`config.mk`:
```
export PLATFORM = sky130hd
export DESIGN_NAME = mdio_mgmt_master
export DESIGN_NICKNAME = d
export VERILOG_FILES = /design/src/rtl/mdio_mgmt_master.sv
export SDC_FILE = /design/constraint.sdc
export NUM_CORES = 1
export LEC_CHECK = 0
export BUFFER_PORTS_ARGS = -buffer_cell sky130_fd_sc_hd__buf_2
export CORE_MARGIN = 5
export CORE_UTILIZATION = 50
export CTS_BUF_LIST = sky130_fd_sc_hd__clkbuf_8
export CTS_CLUSTER_SIZE = 24
export DETAILED_ROUTE_END_ITERATION = 10
export PLACE_DENSITY = 0.68
export SYNTH_ARGS = -nofsm -noshare
export SYNTH_HDL_FRONTEND = slang
export SYNTH_SLANG_ARGS = --single-unit
export TNS_END_PERCENT = 1
```
`constraint.sdc`:
```
create_clock -name clk_i -period 9.7 [get_ports clk_i]
set_input_delay 1.94 -clock clk_i [delete_from_list [all_inputs] [get_ports clk_i]]
set_output_delay 1.94 -clock clk_i [all_outputs]
set_load 0.02 [all_outputs]
```
`src/rtl/mdio_mgmt_master.sv`:
```
module mdio_mgmt_master #(
  parameter int DIV_W   = 8,
  parameter int PRE_LEN = 32
) (
  input  logic        clk_i,
  input  logic        rst_ni,
  input  logic        reg_we_i,
  input  logic [1:0]  reg_addr_i,
  input  logic [31:0] reg_wdata_i,
  output logic [31:0] reg_rdata_o,
  output logic        mdc_o,
  output logic        mdio_o,
  output logic        mdio_oe_o,
  input  logic        mdio_i
);
  localparam int FRAME_LEN = PRE_LEN + 32;
  localparam int BW        = $clog2(FRAME_LEN + 1);
  localparam int TA_POS    = PRE_LEN + 14;
  localparam logic [1:0] A_CTRL = 2'd0, A_ALIVE = 2'd1, A_UA = 2'd2;

  logic [DIV_W-1:0] div_q, cnt_q;
  logic             en_q, fen_q, flt_q;
  logic             go_q, wr_q, ack_q, ack_r;
  logic [4:0]       ra_q, pa_q;
  logic [15:0]      dat_q;
  logic [31:0]      alive_q;
  logic             started_q;
  logic [BW-1:0]    bit_q;
  logic             mdc_q, mo_q, oe_q;

  wire [DIV_W-1:0] top_w  = (div_q == '0) ? DIV_W'(1) : div_q;
  wire [DIV_W:0]   per_w  = {1'b0, top_w} + 1'b1;
  wire [DIV_W-1:0] half_w = per_w[DIV_W:1];
  wire             wrap_w = cnt_q >= top_w;
  wire [DIV_W-1:0] cnt_nx = wrap_w ? '0 : cnt_q + 1'b1;
  wire             fall_t = en_q && wrap_w;
  wire             rise_t = en_q && (cnt_nx == half_w);

  wire          ua_we = reg_we_i && (reg_addr_i == A_UA);
  wire          last  = started_q && (bit_q == BW'(FRAME_LEN - 1));
  wire [BW-1:0] nb_w  = started_q ? bit_q + 1'b1 : '0;
  wire [BW-1:0] hidx  = BW'(FRAME_LEN - 1) - nb_w;
  wire [31:0]   hdr   = {2'b01, wr_q ? 2'b01 : 2'b10, pa_q, ra_q,
                         wr_q ? 2'b10 : 2'b11, wr_q ? dat_q : 16'hFFFF};
  wire          fbit  = (nb_w < BW'(PRE_LEN)) ? 1'b1 : hdr[hidx[4:0]];
  wire          obit  = wr_q || (nb_w < BW'(TA_POS));

  always_ff @(posedge clk_i or negedge rst_ni) begin
    if (!rst_ni) begin
      div_q <= '0; cnt_q <= '0; en_q <= 1'b0; fen_q <= 1'b0; flt_q <= 1'b0;
      go_q <= 1'b0; wr_q <= 1'b0; ack_q <= 1'b0; ack_r <= 1'b0;
      ra_q <= '0; pa_q <= '0; dat_q <= '0; alive_q <= '0;
      started_q <= 1'b0; bit_q <= '0;
      mdc_q <= 1'b0; mo_q <= 1'b1; oe_q <= 1'b0;
    end else begin
      if (!en_q) begin
        cnt_q <= '0;
        mdc_q <= 1'b0;
      end else begin
        cnt_q <= cnt_nx;
        if (fall_t)      mdc_q <= 1'b0;
        else if (rise_t) mdc_q <= 1'b1;
      end

      if (reg_we_i && reg_addr_i == A_CTRL) begin
        div_q <= reg_wdata_i[DIV_W-1:0];
        fen_q <= reg_wdata_i[18];
        en_q  <= reg_wdata_i[30];
        if (reg_wdata_i[19]) flt_q <= 1'b0;
      end

      if (ua_we && !go_q) begin
        go_q  <= reg_wdata_i[31] && en_q;
        wr_q  <= reg_wdata_i[30];
        ack_q <= 1'b0;
        ra_q  <= reg_wdata_i[25:21];
        pa_q  <= reg_wdata_i[20:16];
        dat_q <= reg_wdata_i[15:0];
      end

      if (go_q && fall_t) begin
        if (last) begin
          go_q      <= 1'b0;
          started_q <= 1'b0;
          oe_q      <= 1'b0;
          mo_q      <= 1'b1;
          if (!wr_q) begin
            ack_q <= ack_r;
            if (ack_r)      alive_q[pa_q] <= 1'b1;
            else if (fen_q) flt_q <= 1'b1;
          end
        end else begin
          started_q <= 1'b1;
          bit_q     <= nb_w;
          mo_q      <= fbit;
          oe_q      <= obit;
        end
      end

      if (go_q && started_q && !wr_q && rise_t) begin
        if (bit_q == BW'(TA_POS + 1)) ack_r <= !mdio_i;
        if (bit_q >= BW'(TA_POS + 2)) dat_q <= {dat_q[14:0], mdio_i};
      end
    end
  end

  always_comb begin
    reg_rdata_o = '0;
    case (reg_addr_i)
      A_CTRL: begin
        reg_rdata_o[DIV_W-1:0] = div_q;
        reg_rdata_o[18] = fen_q;
        reg_rdata_o[19] = flt_q;
        reg_rdata_o[30] = en_q;
        reg_rdata_o[31] = !go_q;
      end
      A_ALIVE: reg_rdata_o = alive_q;
      A_UA:    reg_rdata_o = {go_q, wr_q, ack_q, 3'b000, ra_q, pa_q, dat_q};
      default: reg_rdata_o = '0;
    endcase
  end

  assign mdc_o     = mdc_q;
  assign mdio_o    = mo_q;
  assign mdio_oe_o = oe_q;


  busy_lock_chk: assert property (@(posedge clk_i) disable iff (!rst_ni)
    (go_q && ua_we) |=> (ra_q == $past(ra_q) && pa_q == $past(pa_q) && wr_q == $past(wr_q)));


  ta_release_chk: assert property (@(posedge clk_i) disable iff (!rst_ni)
    (go_q && started_q && !wr_q && bit_q >= BW'(TA_POS)) |-> !mdio_oe_o);


  fall_edge_chk: assert property (@(posedge clk_i) disable iff (!rst_ni)
    (!$stable(mdio_o) || !$stable(mdio_oe_o)) |-> $past(fall_t));


  alive_keep_chk: assert property (@(posedge clk_i) disable iff (!rst_ni)
    ((alive_q & $past(alive_q)) == $past(alive_q)));


  mdc_off_chk: assert property (@(posedge clk_i) disable iff (!rst_ni)
    !en_q |=> !mdc_o);


  go_gate_chk: assert property (@(posedge clk_i) disable iff (!rst_ni)
    $rose(go_q) |-> $past(en_q));
endmodule

```
; ---- Word level (Yosys, flattened, before mapping)
; Cells that the tools add are included.
[word_totals]
reg_bits = 92
output_inout_bits = 35
inputBits = 38
wordCells = 99
[op_classes]
mux = 40
n_eq_ne = 6
n_reduce_logical = 21
magnitude_cmp = 7
n_bitwise = 3
n_addsub = 4
[ops]
columns = operator, n
row1 = 16-bit 2-to-1 mux, 4
row2 = 10-bit case mux with 2 select lines, 2
row3 = 32-bit bitwise OR, 1
row4 = 1-bit 2-to-1 mux, 24
row5 = 8-bit 2-to-1 mux, 3
row6 = 8-bit case mux with 3 select lines, 1
row7 = "7-bit by 6-bit == test with 1-bit output, second input constant", 2
row8 = "7-bit by 6-bit less-than comparator with 1-bit output, second input constant", 2
row9 = 1-bit logical AND, 12
row10 = "5-bit by 6-bit less-than comparator with 1-bit output, second input constant", 2
row11 = 2-bit case mux with 3 select lines, 2
row12 = "8-bit by 1-bit adder with 9-bit output, second input constant", 1
row13 = "8-bit by 1-bit adder with 8-bit output, second input constant", 1
row14 = 8-bit == test, 1
row15 = 8-bit greater-or-equal comparator, 1
row16 = 8-bit zero test, 1
row17 = "7-bit by 1-bit adder with 7-bit output, second input constant", 1
row18 = "7-bit by 6-bit greater-or-equal comparator with 1-bit output, second input constant", 1
row19 = 7-bit 2-to-1 mux, 1
row20 = 1-bit binary-select mux with 5-bit select, 1
row21 = 1-bit demux with 5-bit select, 1
row22 = "5-bit by 1-bit greater-or-equal comparator with 1-bit output, second input constant", 1
row23 = "5-bit subtractor, first input constant", 1
row24 = 2-bit AND reduction, 2
row25 = other kinds (9), 12

; ---- Longest topological paths before layout
; Gate-level depths: netlist of run 1.
[depth]
ltp_word = 9
mapped_depth = 14
mapped_depth_nobuf = 12

; ---- Worst setup path after synthesis of run 1
; No wires, ideal clock.
[synth_timing]
path_type = input-to-output
from = input port reg_addr_i[0]
to = output port reg_rdata_o[11]
slack_ps = 4554
n_path_buf = 2
t_required_ps = 7760
arrival_time_ps = 3206
cell_stages = 6
path_cell_list = inv_1 > ha_1 > and2_1 > clkbuf_1 > clkbuf_1 > a22o_1
[synth_between]
elab_chain_len = 2
elab_cells_between_ends = 3
cone_classes = eq/ne: 2 / mux: 1
[synth_rtl]
columns = item, line
row1 = start: declaration, 8  ; input logic [1:0] reg_addr_i,
row2 = 2-bit == test / 2-bit by 1-bit == test with 1-bit output (equally long branches), 109  ; case (reg_addr_i)
row3 = 10-bit case mux with 2 select lines (*), 109
row4 = end: declaration, 10  ; output logic [31:0] reg_rdata_o,
; Every way passes the cells marked *; elsewhere a longest branch is shown, timed or not.

; ---- Final worst setup path of run 1
[layout_timing]
from = input port reg_addr_i[0]
to = output port reg_rdata_o[9]
; Same word-level chain as after synthesis.

==> reports/results.env, run 1 <==
OUTCOME='finished clean'
CLOCK_PIN_SLEW_REPORTED_FOR_THE_WORST_SETUP_AND_HOLD_PATHS_AFTER_CLOCK_TREE_SYNTHESIS_PS=90
WORSTPATHMAXFANOUT=17
PLACED_CELLS=677
CELLLEAKAGEPOWER_nW=2.948
TIMING_MAX_TRANSITION_VIOLATIONS_FINAL=0
STDCELL_COUNT=692
GRT_SETUP_UNREPAIRED='no'
SHARE_COMB_OF_TOTAL_POWER_PCT=22.8
SWSHARE_PCT=33.23
RELSLEWSLACK_PCT=50.78
AVGROUTEDWIREPERCELL_MICRONS=19.44
END_KIND='output port'
CTS_HOLD_BUF=0
FP.DIEAREA_SQ_UM=12760
HTREE_NUM_LEVELS=3
DRC=0
WORST_SLEW_PIN_SLEW_PS=738.4
GRT_MAX_DEGREE=61
SEQUENTIAL_SHARE_OF_THE_SYNTHESIZED_AREA_PCT=43.45
SYN_AREA_SQ_UM=5301
ROUTE.FINAL.WIRE_LENGTH_MM=13.46
LAYOUT-DRIVE-GT1-SHARE_PCT=29.14
LAYOUT_MIN_CYCLE_TIME_PS=5586
SEQ_POWER_SHARE_PCT=49.1
SYNTH_EDF_COUNT=0
GRT_OVERFLOW_TOTAL=0
POWER_REPORT.INTERNAL_TOTAL_uW=619.8
DETAILEDPLACEMENTHPWL_MM=10.09
POSTCTSSETUPREPAIRBUFS=0
SETUP_VIOLATIONS=0
GR-USAGE-ALL-LAYERS_PCT=21.83
SYNTH_NETS=552
DRTPASS1ITERATIONS=6
PLACEABLECOREAREA_SQ_UM=10320
SYNTHESIS.YOSYS.WARNINGS=0
FIN_SKEW_PS=9.960
DR_TOTAL_VIAS=4175
SYNTH_CELLS=498
VIAS_PER_CELL=6.033
EFFECTIVE_UTILIZATION_AT_FLOORPLAN_PCT=51.35
GP_CONGESTION=0.8814
N_FILL_CELL=900
FIRST_ITER_VIOLATIONS=320
LAYOUT.NETS=606
CTS_TREE='yes'
SYNTHFLOPTYPE='sky130_fd_sc_hd__dfrtp_1'
DIE_WIDTH_MICRONS=113.0
ANTENNA_LEFT=0
YOSYS.CELL_TYPES.COUNT=61
ASYNCSETRESETFLOPFRACSYNTH_PCT=100.0
POWER.IR.VDD_WORST_V=0.00008328
WORST_EP_ARRIVAL_TIME_PS=3650
HOLDCRITPATHCLASS='flop to flop'
CRITICAL_PATH_CLASS='input pin to output port'
WORSTSKEWPAIRLATENCY_PS=350
GRT_ANTENNA_BEFORE_REPAIR=0
DIE-HEIGHT_MICRONS=113.0
TIMING.CRITICAL_PATH.FROM_TYPE='input pin'
GRT_FIRST_PASS_WIRELENGTH_MM=22.52
CTS-BUFFERS-INSERTED=9
LAYOUT.CELLS.MOST_COMMON_LIST='sky130_fd_sc_hd__dfrtp_1, sky130_fd_sc_hd__buf_2, sky130_fd_sc_hd__mux2_2, sky130_fd_sc_hd__nor2_1, sky130_fd_sc_hd__nand2_1'
GRT_PASS1_VIAS=4295
INPUT_OUTPUT_BUFFERS=68
FMAX_ACHIEVED_GHz=0.1790
FINALSETUPTNS_PS=0
CTS_REPAIR_RESIZE_COUNT=0
NET-SWITCHING-POWER_uW=308.4
CORE.ROWCOUNT=37
BOUNDARYPINS=73
LAYOUT_COMMONEST_CELL='sky130_fd_sc_hd__dfrtp_1'
SYNTH-SEQ-CELLS=92
CLOCKPOWERSHARE_PCT=28.1
POST_SYNTH.CELL_AREA_AVG_SQ_UM=10.65
MAXCAPVIOLCOUNT=0
AREA_GROWTH_PCT=11.28
CP.REQUIRED_PS=7760
N_ANTENNA_CELL=0
CLOCK-ROOT-BUFFER='sky130_fd_sc_hd__clkbuf_8'
MIN_PERIOD_OVER_PERIOD_PCT=57.59
P_PER_AREA_nW_PER_UM2=157.3
CTS_SINKS=92
FINAL_HOLD_FAILS=0
CTS.PATH.MAX_BUFFERS=2
[power by group through the flow]
stage | Combinational [mW] | Sequential, mW | Clock (mW)
after floorplan | 0.172 | 0.438 | 0
after global placement | 0.206 | 0.462 | 0
after detailed placement | 0.212 | 0.463 | 0
after CTS | 0.213 | 0.455 | 0.267
after global routing | 0.239 | 0.462 | 0.284
final | 0.212 | 0.455 | 0.261
[final timing paths]
| kind | start | endpoint | slack, ps | cells past startpoint |
|---|---|---|---|---|
| worst max-delay path | reg_addr_i[0] | reg_rdata_o[9] | 4110 | 6 |
| worst min-delay path | mdio_oe_o | mdio_oe_o | 470 | 2 |
| worst max register to register | div_q[4] | dat_q[4] | 5240 | 13 |
| worst min register to register | mdio_oe_o | mdio_oe_o | 470 | 2 |
| max in group asynchronous | rst_ni | alive_q[28] | 7080 | 2 |
| min in group asynchronous | rst_ni | cnt_q[5] | 1520 | 1 |
[through the flow]
step	hold slack (ps)	worst slack [ps]	cell area [sq um]	util (%)	power (mW)
5_1_grt	489.5	3976	5899	57.14	0.9843
4_1_cts	470.8	4117	5899	57.14	0.9346
2_1_floorplan	427.9	4554	5301	-	0.6104
3_5_place_dp	448.4	4124	5705	55.27	0.6742
6_report	468.5	4114	5899	57.14	0.9282
3_3_place_gp	438.3	4123	5705	55.27	0.6678
[cells in the mapped netlist, types with 9 or more instances]
| library cell | instances | share of area, % |
|---|---|---|
| sky130_fd_sc_hd__a222oi_1 | 11 | 2.1 |
| sky130_fd_sc_hd__xnor2_1 | 13 | 2.1 |
| sky130_fd_sc_hd__o21bai_1 | 17 | 2.4 |
| sky130_fd_sc_hd__nor2_1 | 35 | 2.5 |
| sky130_fd_sc_hd__dfrtp_1 | 91 | 43 |
| sky130_fd_sc_hd__clkbuf_1 | 21 | 1.5 |
| sky130_fd_sc_hd__mux2_4 | 10 | 2.8 |
| sky130_fd_sc_hd__inv_1 | 16 | 1.1 |
| sky130_fd_sc_hd__a21o_1 | 17 | 2.4 |
| sky130_fd_sc_hd__a21oi_1 | 9 | 0.85 |
| sky130_fd_sc_hd__and3_1 | 9 | 1.1 |
| sky130_fd_sc_hd__ha_1 | 16 | 3.8 |
| sky130_fd_sc_hd__nand3_1 | 15 | 1.4 |
| sky130_fd_sc_hd__o21ai_0 | 17 | 1.6 |
| sky130_fd_sc_hd__mux2_2 | 46 | 9.8 |
| sky130_fd_sc_hd__a22o_1 | 18 | 3.0 |
| sky130_fd_sc_hd__nand2_1 | 31 | 2.2 |
[critical path: stages]
cell                     delay [ps]
sky130_fd_sc_hd__buf_2          110
sky130_fd_sc_hd__inv_1           70
sky130_fd_sc_hd__ha_1           460
sky130_fd_sc_hd__and2_1         620
sky130_fd_sc_hd__a22o_1         260
sky130_fd_sc_hd__buf_2          170
[flip-flops by register name, indices dropped and copies added, names as in the netlist]
register / count
ack_q: 1
ack_r: 1
alive_q: 32
bit_q: 7
cnt_q: 8
dat_q: 16
div_q: 8
en_q: 1
fen_q: 1
flt_q: 1
go_q: 1
mdc_o: 1
mdio_o: 1
mdio_oe_o: 1
pa_q: 5
ra_q: 5
started_q: 1
wr_q: 1
[cell families after synthesis]
family                   Yosys count  share of synthesized area [%]
flip-flops                        92                          43.45
AO/OA/AOI/OAI                    128                          18.20
AND/OR/NAND/NOR                  137                          13.59
buffers and inverters             44                          3.611
XOR/XNOR                          18                          2.974
adder cells (fa/ha/maj)           16                          3.776
multiplexers                      63                          14.40
[cell type report]
cell class	instances	area (sq um)	share of cell area, %
clock buffers	9	123.9	2.100
well taps	136	170.2	2.884
repair buffers	71	365.4	6.193
multi-input cells	362	2806	47.57
clock inverters	6	70.07	1.188
inverters	16	60.06	1.018
flip-flops and latches	92	2303	39.05
[per-layer routing]
metal  vias up  GRT usage, %  routed length, microns  part of all wire (%)
met4         0         6.010                     262                   1.9
met2       115         36.65                    6708                    50
met1      2084         29.41                    5897                    44
met5         -             0                       0                     0
li1       1951             -                       -                     -
met3        25         3.529                     586                   4.4
(Power assumes the default switching activity.)
==> run 2: changes to the inputs <==
--- a/config.mk
+++ b/config.mk
@@ -11,7 +11,7 @@
 export CTS_BUF_LIST = sky130_fd_sc_hd__clkbuf_8
 export CTS_CLUSTER_SIZE = 24
 export DETAILED_ROUTE_END_ITERATION = 10
-export PLACE_DENSITY = 0.68
+export PLACE_DENSITY = 0.71
 export SYNTH_ARGS = -nofsm -noshare
 export SYNTH_HDL_FRONTEND = slang
 export SYNTH_SLANG_ARGS = --single-unit
==> constraint.sdc (replaced) <==
create_clock -name clk_i -period 4.6 [get_ports clk_i]
set_input_delay 0.92 -clock clk_i [delete_from_list [all_inputs] [get_ports clk_i]]
set_output_delay 0.92 -clock clk_i [all_outputs]
set_load 0.02 [all_outputs]
==> reports/results.env, run 2 (same netlist as run 1, synthesis figures left out) <==
OUTCOME='finished clean'
CTS_TREE='yes'
CLOCKPOWERSHARE_PCT=27.2  # -0.9 points
FF2FF_PATH_DEPTH=13  # unchanged
ROUTE.FINAL.WIRE_LENGTH_MM=13.78  # +2.4%
MIN_PERIOD_OVER_PERIOD_PCT=92.45
RELSLEWSLACK_PCT=45.50  # -5.3 points
CLOCK-ROOT-BUFFER='sky130_fd_sc_hd__clkbuf_8'
SHARE_COMB_OF_TOTAL_POWER_PCT=24.2  # +1.4 points
STDCELL_COUNT=696  # +0.58%
TIMING_MAX_TRANSITION_VIOLATIONS_FINAL=0  # unchanged
FP.DIEAREA_SQ_UM=12760  # unchanged
GRT_SETUP_UNREPAIRED='no'
LARGEST-REGISTER='alive_q'
HTREE_NUM_LEVELS=3  # unchanged
LAYOUT.CELLS.MOST_COMMON_LIST='sky130_fd_sc_hd__dfrtp_1, sky130_fd_sc_hd__buf_2, sky130_fd_sc_hd__mux2_2, sky130_fd_sc_hd__nor2_1, sky130_fd_sc_hd__nand2_1'
TIMING.CRITICAL_PATH.FROM_TYPE='flop'
SEQ_POWER_SHARE_PCT=48.6  # -0.5 points
WORSTPATHMAXFANOUT=16  # -1
DETAILEDPLACEMENTHPWL_MM=10.30  # +2.1%
ANTENNA_LEFT=0  # unchanged
CTS_REPAIR_RESIZE_COUNT=0  # unchanged
LAYOUT-DRIVE-GT1-SHARE_PCT=29.64  # +0.51 points
GRT_ANTENNA_BEFORE_REPAIR=0  # unchanged
N_ANTENNA_CELL=0  # unchanged
P_PER_AREA_nW_PER_UM2=329.8  # +110%
INPUT_OUTPUT_BUFFERS=68  # unchanged
LAYOUT_COMMONEST_CELL='sky130_fd_sc_hd__dfrtp_1'
POSTCTSSETUPREPAIRBUFS=0  # unchanged
CLOCK_PIN_SLEW_REPORTED_FOR_THE_WORST_SETUP_AND_HOLD_PATHS_AFTER_CLOCK_TREE_SYNTHESIS_PS=100  # about the same
GRT_MAX_DEGREE=64  # +4.9%
DIE-HEIGHT_MICRONS=113.0  # unchanged
AREA_GROWTH_PCT=11.73
DIE_WIDTH_MICRONS=113.0  # unchanged
SWSHARE_PCT=35.36  # +2.1 points
HOLD_DEPTH=1  # -1
PLACEABLECOREAREA_SQ_UM=10320  # unchanged
HOLDCRITPATHCLASS='flop to flop'
N_FILL_CELL=889  # -1.2%
CORE.ROWCOUNT=37  # unchanged
NET-SWITCHING-POWER_uW=690.8  # +120%
CTS.PATH.MAX_BUFFERS=2  # unchanged
CTS_HOLD_BUF=0  # unchanged
GRT_FIRST_PASS_WIRELENGTH_MM=22.83  # +1.4%
LAYOUT.NETS=609  # +0.50%
MAXCAPVIOLCOUNT=0  # unchanged
REG.LARGEST.LIST='alive_q x32, dat_q x16'
WORST_EP_ARRIVAL_TIME_PS=4520  # +870 ps
DRC=0  # unchanged
SETUP_VIOLATIONS=0  # unchanged
DRTPASS1ITERATIONS=5  # -1
CRITICAL_PATH_CLASS='flop to flop'
CTS-BUFFERS-INSERTED=9  # unchanged
CP.REQUIRED_PS=4870  # -2890 ps
PLACED_CELLS=680  # +0.44%
END_KIND='flop'
WORST_SLEW_PIN_SLEW_PS=817.4  # +79.07 ps
WORSTSKEWPAIRLATENCY_PS=380  # +30 ps
FINALSETUPTNS_PS=0  # unchanged
POWER.IR.VDD_WORST_V=0.0001807  # +120%
VIAS_PER_CELL=6.102  # +1.1%
LAYOUT_MIN_CYCLE_TIME_PS=4253
BOUNDARYPINS=73  # unchanged
GRT_OVERFLOW_TOTAL=0  # unchanged
EFFECTIVE_UTILIZATION_AT_FLOORPLAN_PCT=51.35  # unchanged
AVGROUTEDWIREPERCELL_MICRONS=19.79  # +1.8%
FMAX_ACHIEVED_GHz=0.2351
FINAL_HOLD_FAILS=0  # unchanged
DETAILEDPLACE.WORSTSLACK_PS=338.2  # -3786 ps
CTS_SINKS=92  # unchanged
LARGEST_REGISTER_FF_COUNT=32  # unchanged
POWER_REPORT.INTERNAL_TOTAL_mW=1.263  # +100%
CELLLEAKAGEPOWER_nW=2.950  # about the same
GRT_PASS1_VIAS=4314  # +0.44%
FIRST_ITER_VIOLATIONS=384  # +20%
GP_CONGESTION=0.8600  # -2.4%
FIN_SKEW_PS=12.09  # +2.127 ps
GR-USAGE-ALL-LAYERS_PCT=22.41  # +0.58 points
POSTLAYOUTSETUPSLACKWORST_PS=347.4  # -3766 ps
DR_TOTAL_VIAS=4247  # +1.7%
run 2: power groups by stage:
stage / sequential, mW / combinational (mW) / clock (mW)
detailed placement: 0.965 / 0.473 / 0
CTS: 0.949 / 0.473 / 0.533
global route: 0.962 / 0.528 / 0.566
global placement: 0.961 / 0.459 / 0
finish: 0.950 / 0.472 / 0.532
floorplan: 0.924 / 0.363 / 0
run 2: area by class of cell:
class                   count  area, sq um  share of cell area, %
clock buffers               9        123.9                  2.091
clock inverters             7        58.81                 0.9928
inverters                  16        60.06                  1.014
multi-input cells         362         2806                  47.38
flip-flops and latches     92         2303                  38.89
well taps                 136        170.2                  2.873
repair buffers             74        400.4                  6.760
run 2: worst paths after layout:
path / startpoint / end / slack [ps]
min reg2reg: alive_q[18] / alive_q[18] / 470
max: div_q[4] / dat_q[15] / 350
max in group asynchronous: rst_ni / pa_q[1] / 3060
min in group asynchronous: rst_ni / cnt_q[5] / 610
max reg2reg: div_q[4] / dat_q[15] / 350
min: alive_q[18] / alive_q[18] / 470
run 2: metrics by stage:
step / cell area [sq um] / util, % / power (mW) / hold slack, ps
after CTS: 5923 / 57.37 / 1.955 / 468.2
after global placement: 5741 / 55.61 / 1.420 / 439.3
after floorplan: 5301 / - / 1.287 / 427.9
after global routing: 5923 / 57.37 / 2.056 / 487.3
final: 5923 / 57.37 / 1.954 / 470.2
after detailed placement: 5741 / 55.61 / 1.438 / 445.4
run 2: routing by layer:
metal  track usage, %  part of all wire (%)
met2            37.05                    50
met5                0                     0
met3            3.690                   4.4
met4            8.173                   2.4
met1            29.78                    43
run 2: critical path, cell delays in order (launching register included):
cell and delay, ps:
sky130_fd_sc_hd__dfrtp_1 380, sky130_fd_sc_hd__or3_1 390, sky130_fd_sc_hd__or4_1 430, sky130_fd_sc_hd__o21bai_1 150, sky130_fd_sc_hd__ha_1 240, sky130_fd_sc_hd__nand2b_1 140
sky130_fd_sc_hd__a2111oi_0 610, sky130_fd_sc_hd__o21a_1 270, sky130_fd_sc_hd__nor2_1 100, sky130_fd_sc_hd__a2111oi_0 350, sky130_fd_sc_hd__o211ai_1 260, sky130_fd_sc_hd__nor4_4 250
sky130_fd_sc_hd__buf_12 210, sky130_fd_sc_hd__mux2_2 350
==> run 3: changes to the inputs <==
--- a/config.mk
+++ b/config.mk
@@ -8,10 +8,10 @@
 export BUFFER_PORTS_ARGS = -buffer_cell sky130_fd_sc_hd__buf_2
 export CORE_MARGIN = 5
 export CORE_UTILIZATION = 50
-export CTS_BUF_LIST = sky130_fd_sc_hd__clkbuf_8
+export CTS_BUF_LIST = sky130_fd_sc_hd__clkbuf_16
 export CTS_CLUSTER_SIZE = 24
 export DETAILED_ROUTE_END_ITERATION = 10
-export PLACE_DENSITY = 0.71
+export PLACE_DENSITY = 0.68
 export SYNTH_ARGS = -nofsm -noshare
 export SYNTH_HDL_FRONTEND = slang
 export SYNTH_SLANG_ARGS = --single-unit
==> constraint.sdc (replaced) <==
create_clock -name clk_i -period 5.3 [get_ports clk_i]
set_input_delay 1.06 -clock clk_i [delete_from_list [all_inputs] [get_ports clk_i]]
set_output_delay 1.06 -clock clk_i [all_outputs]
set_load 0.02 [all_outputs]
==> reports/results.env, run 3 (same netlist as run 1, synthesis figures left out) <==
GRT_PASS1_VIAS=4259  # -1.3%
REGTOREGSETUPSLACK_PS=810  # +460 ps
GRT_OVERFLOW_TOTAL=0  # unchanged
CP.REQUIRED_PS=5520  # +650 ps
POSTCTSSETUPREPAIRBUFS=0  # unchanged
GP_CONGESTION=0.8583  # -0.20%
LAYOUT.CELLS.MOST_COMMON_LIST='sky130_fd_sc_hd__dfrtp_1, sky130_fd_sc_hd__buf_2, sky130_fd_sc_hd__mux2_2, sky130_fd_sc_hd__nor2_1, sky130_fd_sc_hd__nand2_1'
CTS_REPAIR_RESIZE_COUNT=0  # unchanged
CRITICAL_PATH_CLASS='flop to flop'
LAYOUT-DRIVE-GT1-SHARE_PCT=29.08  # -0.56 points
AREA_GROWTH_PCT=13.26
CELLLEAKAGEPOWER_nW=2.995  # +1.5%
ANTENNA_LEFT=0  # unchanged
DPL_CELL_AREA_SQ_UM=5705  # -0.61%
LAUNCH_INSTANCE_OF_THE_WORST_MIN_DELAY_PATH='alive_q[19]'
POWER.IR.VDD_WORST_V=0.0001449  # -20%
SETUP_VIOLATIONS=0  # unchanged
CRIT_PATH_START='div_q[4]'
GRT_ANTENNA_BEFORE_REPAIR=0  # unchanged
DIE-HEIGHT_MICRONS=113.0  # unchanged
MIN_TO='alive_q[19]'
LAYOUT_COMMONEST_CELL='sky130_fd_sc_hd__dfrtp_1'
WORSTSKEWPAIRLATENCY_PS=340  # -40 ps
N_FILL_CELL=881  # -0.90%
DETAILEDPLACEMENTHPWL_MM=10.21  # -0.88%
PLACEABLECOREAREA_SQ_UM=10320  # unchanged
LARGEST_REGISTER_FF_COUNT=32  # unchanged
GRT_FIRST_PASS_WIRELENGTH_MM=22.53  # -1.3%
DRTPASS1ITERATIONS=6  # +1
INPUT_OUTPUT_BUFFERS=68  # unchanged
EFFECTIVE_UTILIZATION_AT_FLOORPLAN_PCT=51.35  # unchanged
END_KIND='flop'
HOLDCRITPATHCLASS='flop to flop'
FF2FF_PATH_DEPTH=13  # unchanged
GRT_MAX_DEGREE=59  # -7.8%
CTS-BUFFERS-INSERTED=9  # unchanged
AVGROUTEDWIREPERCELL_MICRONS=19.80  # about the same
CTS_SINKS=92  # unchanged
FMAX_ACHIEVED_GHz=0.2228  # -5.3%
LARGEST-REGISTER='alive_q'
GR-USAGE-ALL-LAYERS_PCT=21.90  # -0.51 points
N_ANTENNA_CELL=0  # unchanged
FINALINSTANCEAREA_SQ_UM=6005  # +1.4%
ROUTE.FINAL.WIRE_LENGTH_MM=13.72  # -0.41%
OUTCOME='finished clean'
DIE_WIDTH_MICRONS=113.0  # unchanged
DR_TOTAL_VIAS=4205  # -0.99%
BOUNDARYPINS=73  # unchanged
CORE.ROWCOUNT=37  # unchanged
WORSTPATHMAXFANOUT=16  # unchanged
P_PER_AREA_nW_PER_UM2=313.4  # -5.0%
HOLD_DEPTH=1  # unchanged
CTS.PATH.MAX_BUFFERS=2  # unchanged
WORST_EP_ARRIVAL_TIME_PS=4710  # +190 ps
REGTOREGSTARTPOINT='div_q[4]'
LAYOUT.NETS=606  # -0.49%
MAXCAPVIOLCOUNT=0  # unchanged
LAYOUT_MIN_CYCLE_TIME_PS=4489  # +236.0 ps
POWER.TOTAL_mW=1.882  # -3.7%
TIMING.CRITICAL_PATH.FROM_TYPE='flop'
HTREE_NUM_LEVELS=3  # unchanged
FIN_SKEW_PS=8.118  # -3.969 ps
FIRST_ITER_VIOLATIONS=310  # -19%
VIAS_PER_CELL=6.068  # -0.56%
REG2REG_TO='dat_q[4]'
WORST_SLEW_PIN_SLEW_PS=742.7  # -74.75 ps
GRT_SETUP_UNREPAIRED='no'
CLOCK_PIN_SLEW_REPORTED_FOR_THE_WORST_SETUP_AND_HOLD_PATHS_AFTER_CLOCK_TREE_SYNTHESIS_PS=70  # -30 ps
REG.LARGEST.LIST='alive_q x32, dat_q x16'
MIN_PERIOD_OVER_PERIOD_PCT=84.69  # -7.8 points
FP.DIEAREA_SQ_UM=12760  # unchanged
TIMING_MAX_TRANSITION_VIOLATIONS_FINAL=0  # unchanged
FINAL_HOLD_FAILS=0  # unchanged
CTS_TREE='yes'
RELSLEWSLACK_PCT=50.49  # +5.0 points
CTS_HOLD_BUF=0  # unchanged
FINALSETUPTNS_PS=0  # unchanged
DRC=0  # unchanged
CLOCK-ROOT-BUFFER='sky130_fd_sc_hd__clkbuf_16'
==> run 3: how the worst max path moves through the flow <==
| stage | to | slack (ps) | depth (start not counted) |
|---|---|---|---|
| after floorplan | dat_q[10] | 1280 | 14 |
| after detailed placement | dat_q[0] | 880 | 13 |
| final | dat_q[4] | 810 | 13 |
| after global placement | dat_q[3] | 980 | 13 |
| after global routing | dat_q[1] | 590 | 13 |
| after CTS | dat_q[0] | 850 | 13 |
==> run 3: stage by stage <==
step | instances | setup slack (ps) | hold WS (ps) | util, %
floorplan | 498 | 1282 | 427.9 | -
CTS | 693 | 848.9 | 460.2 | 58.16
global route | 693 | 587.8 | 471.4 | 58.16
detailed placement | 677 | 882.3 | 446.0 | 55.27
global placement | 677 | 980.9 | 438.8 | 55.27
finish | 693 | 811.4 | 458.3 | 58.16
==> run 3: per-layer routing <==
layer | share of wire (%) | global-route usage [%]
met5 | 0 | 0
met4 | 1.9 | 5.288
met3 | 4.1 | 3.209
met2 | 49 | 35.62
met1 | 45 | 31.01
==> run 3: layout make-up <==
class | instances | area, sq um | area share, %
clock buffer | 9 | 225.2 | 3.751
clock inverter | 7 | 73.82 | 1.229
timing repair buffer | 71 | 365.4 | 6.085
sequential | 92 | 2303 | 38.36
tap | 136 | 170.2 | 2.834
inverter | 16 | 60.06 | 1.000
multi-input combinational | 362 | 2806 | 46.74
==> run 3: power by group <==
part / leakage, nW / internal [mW] / switching [mW]
clock network: 0.148 / 0.368 / 0.282
logic: 1.61 / 0.168 / 0.228
registers: 1.24 / 0.746 / 0.0900
==> run 3: critical path, cell delays in order, from the launching register on <==
cell	delay, ps
sky130_fd_sc_hd__dfrtp_1	490
sky130_fd_sc_hd__or3_1	430
sky130_fd_sc_hd__or4_1	420
sky130_fd_sc_hd__o21bai_1	160
sky130_fd_sc_hd__ha_1	240
sky130_fd_sc_hd__nand2b_1	140
sky130_fd_sc_hd__a2111oi_0	580
sky130_fd_sc_hd__o21ai_0	310
sky130_fd_sc_hd__a311o_1	320
sky130_fd_sc_hd__o22ai_1	140
sky130_fd_sc_hd__nand4_2	180
sky130_fd_sc_hd__nor4_4	240
sky130_fd_sc_hd__buf_4	330
sky130_fd_sc_hd__mux2_2	370
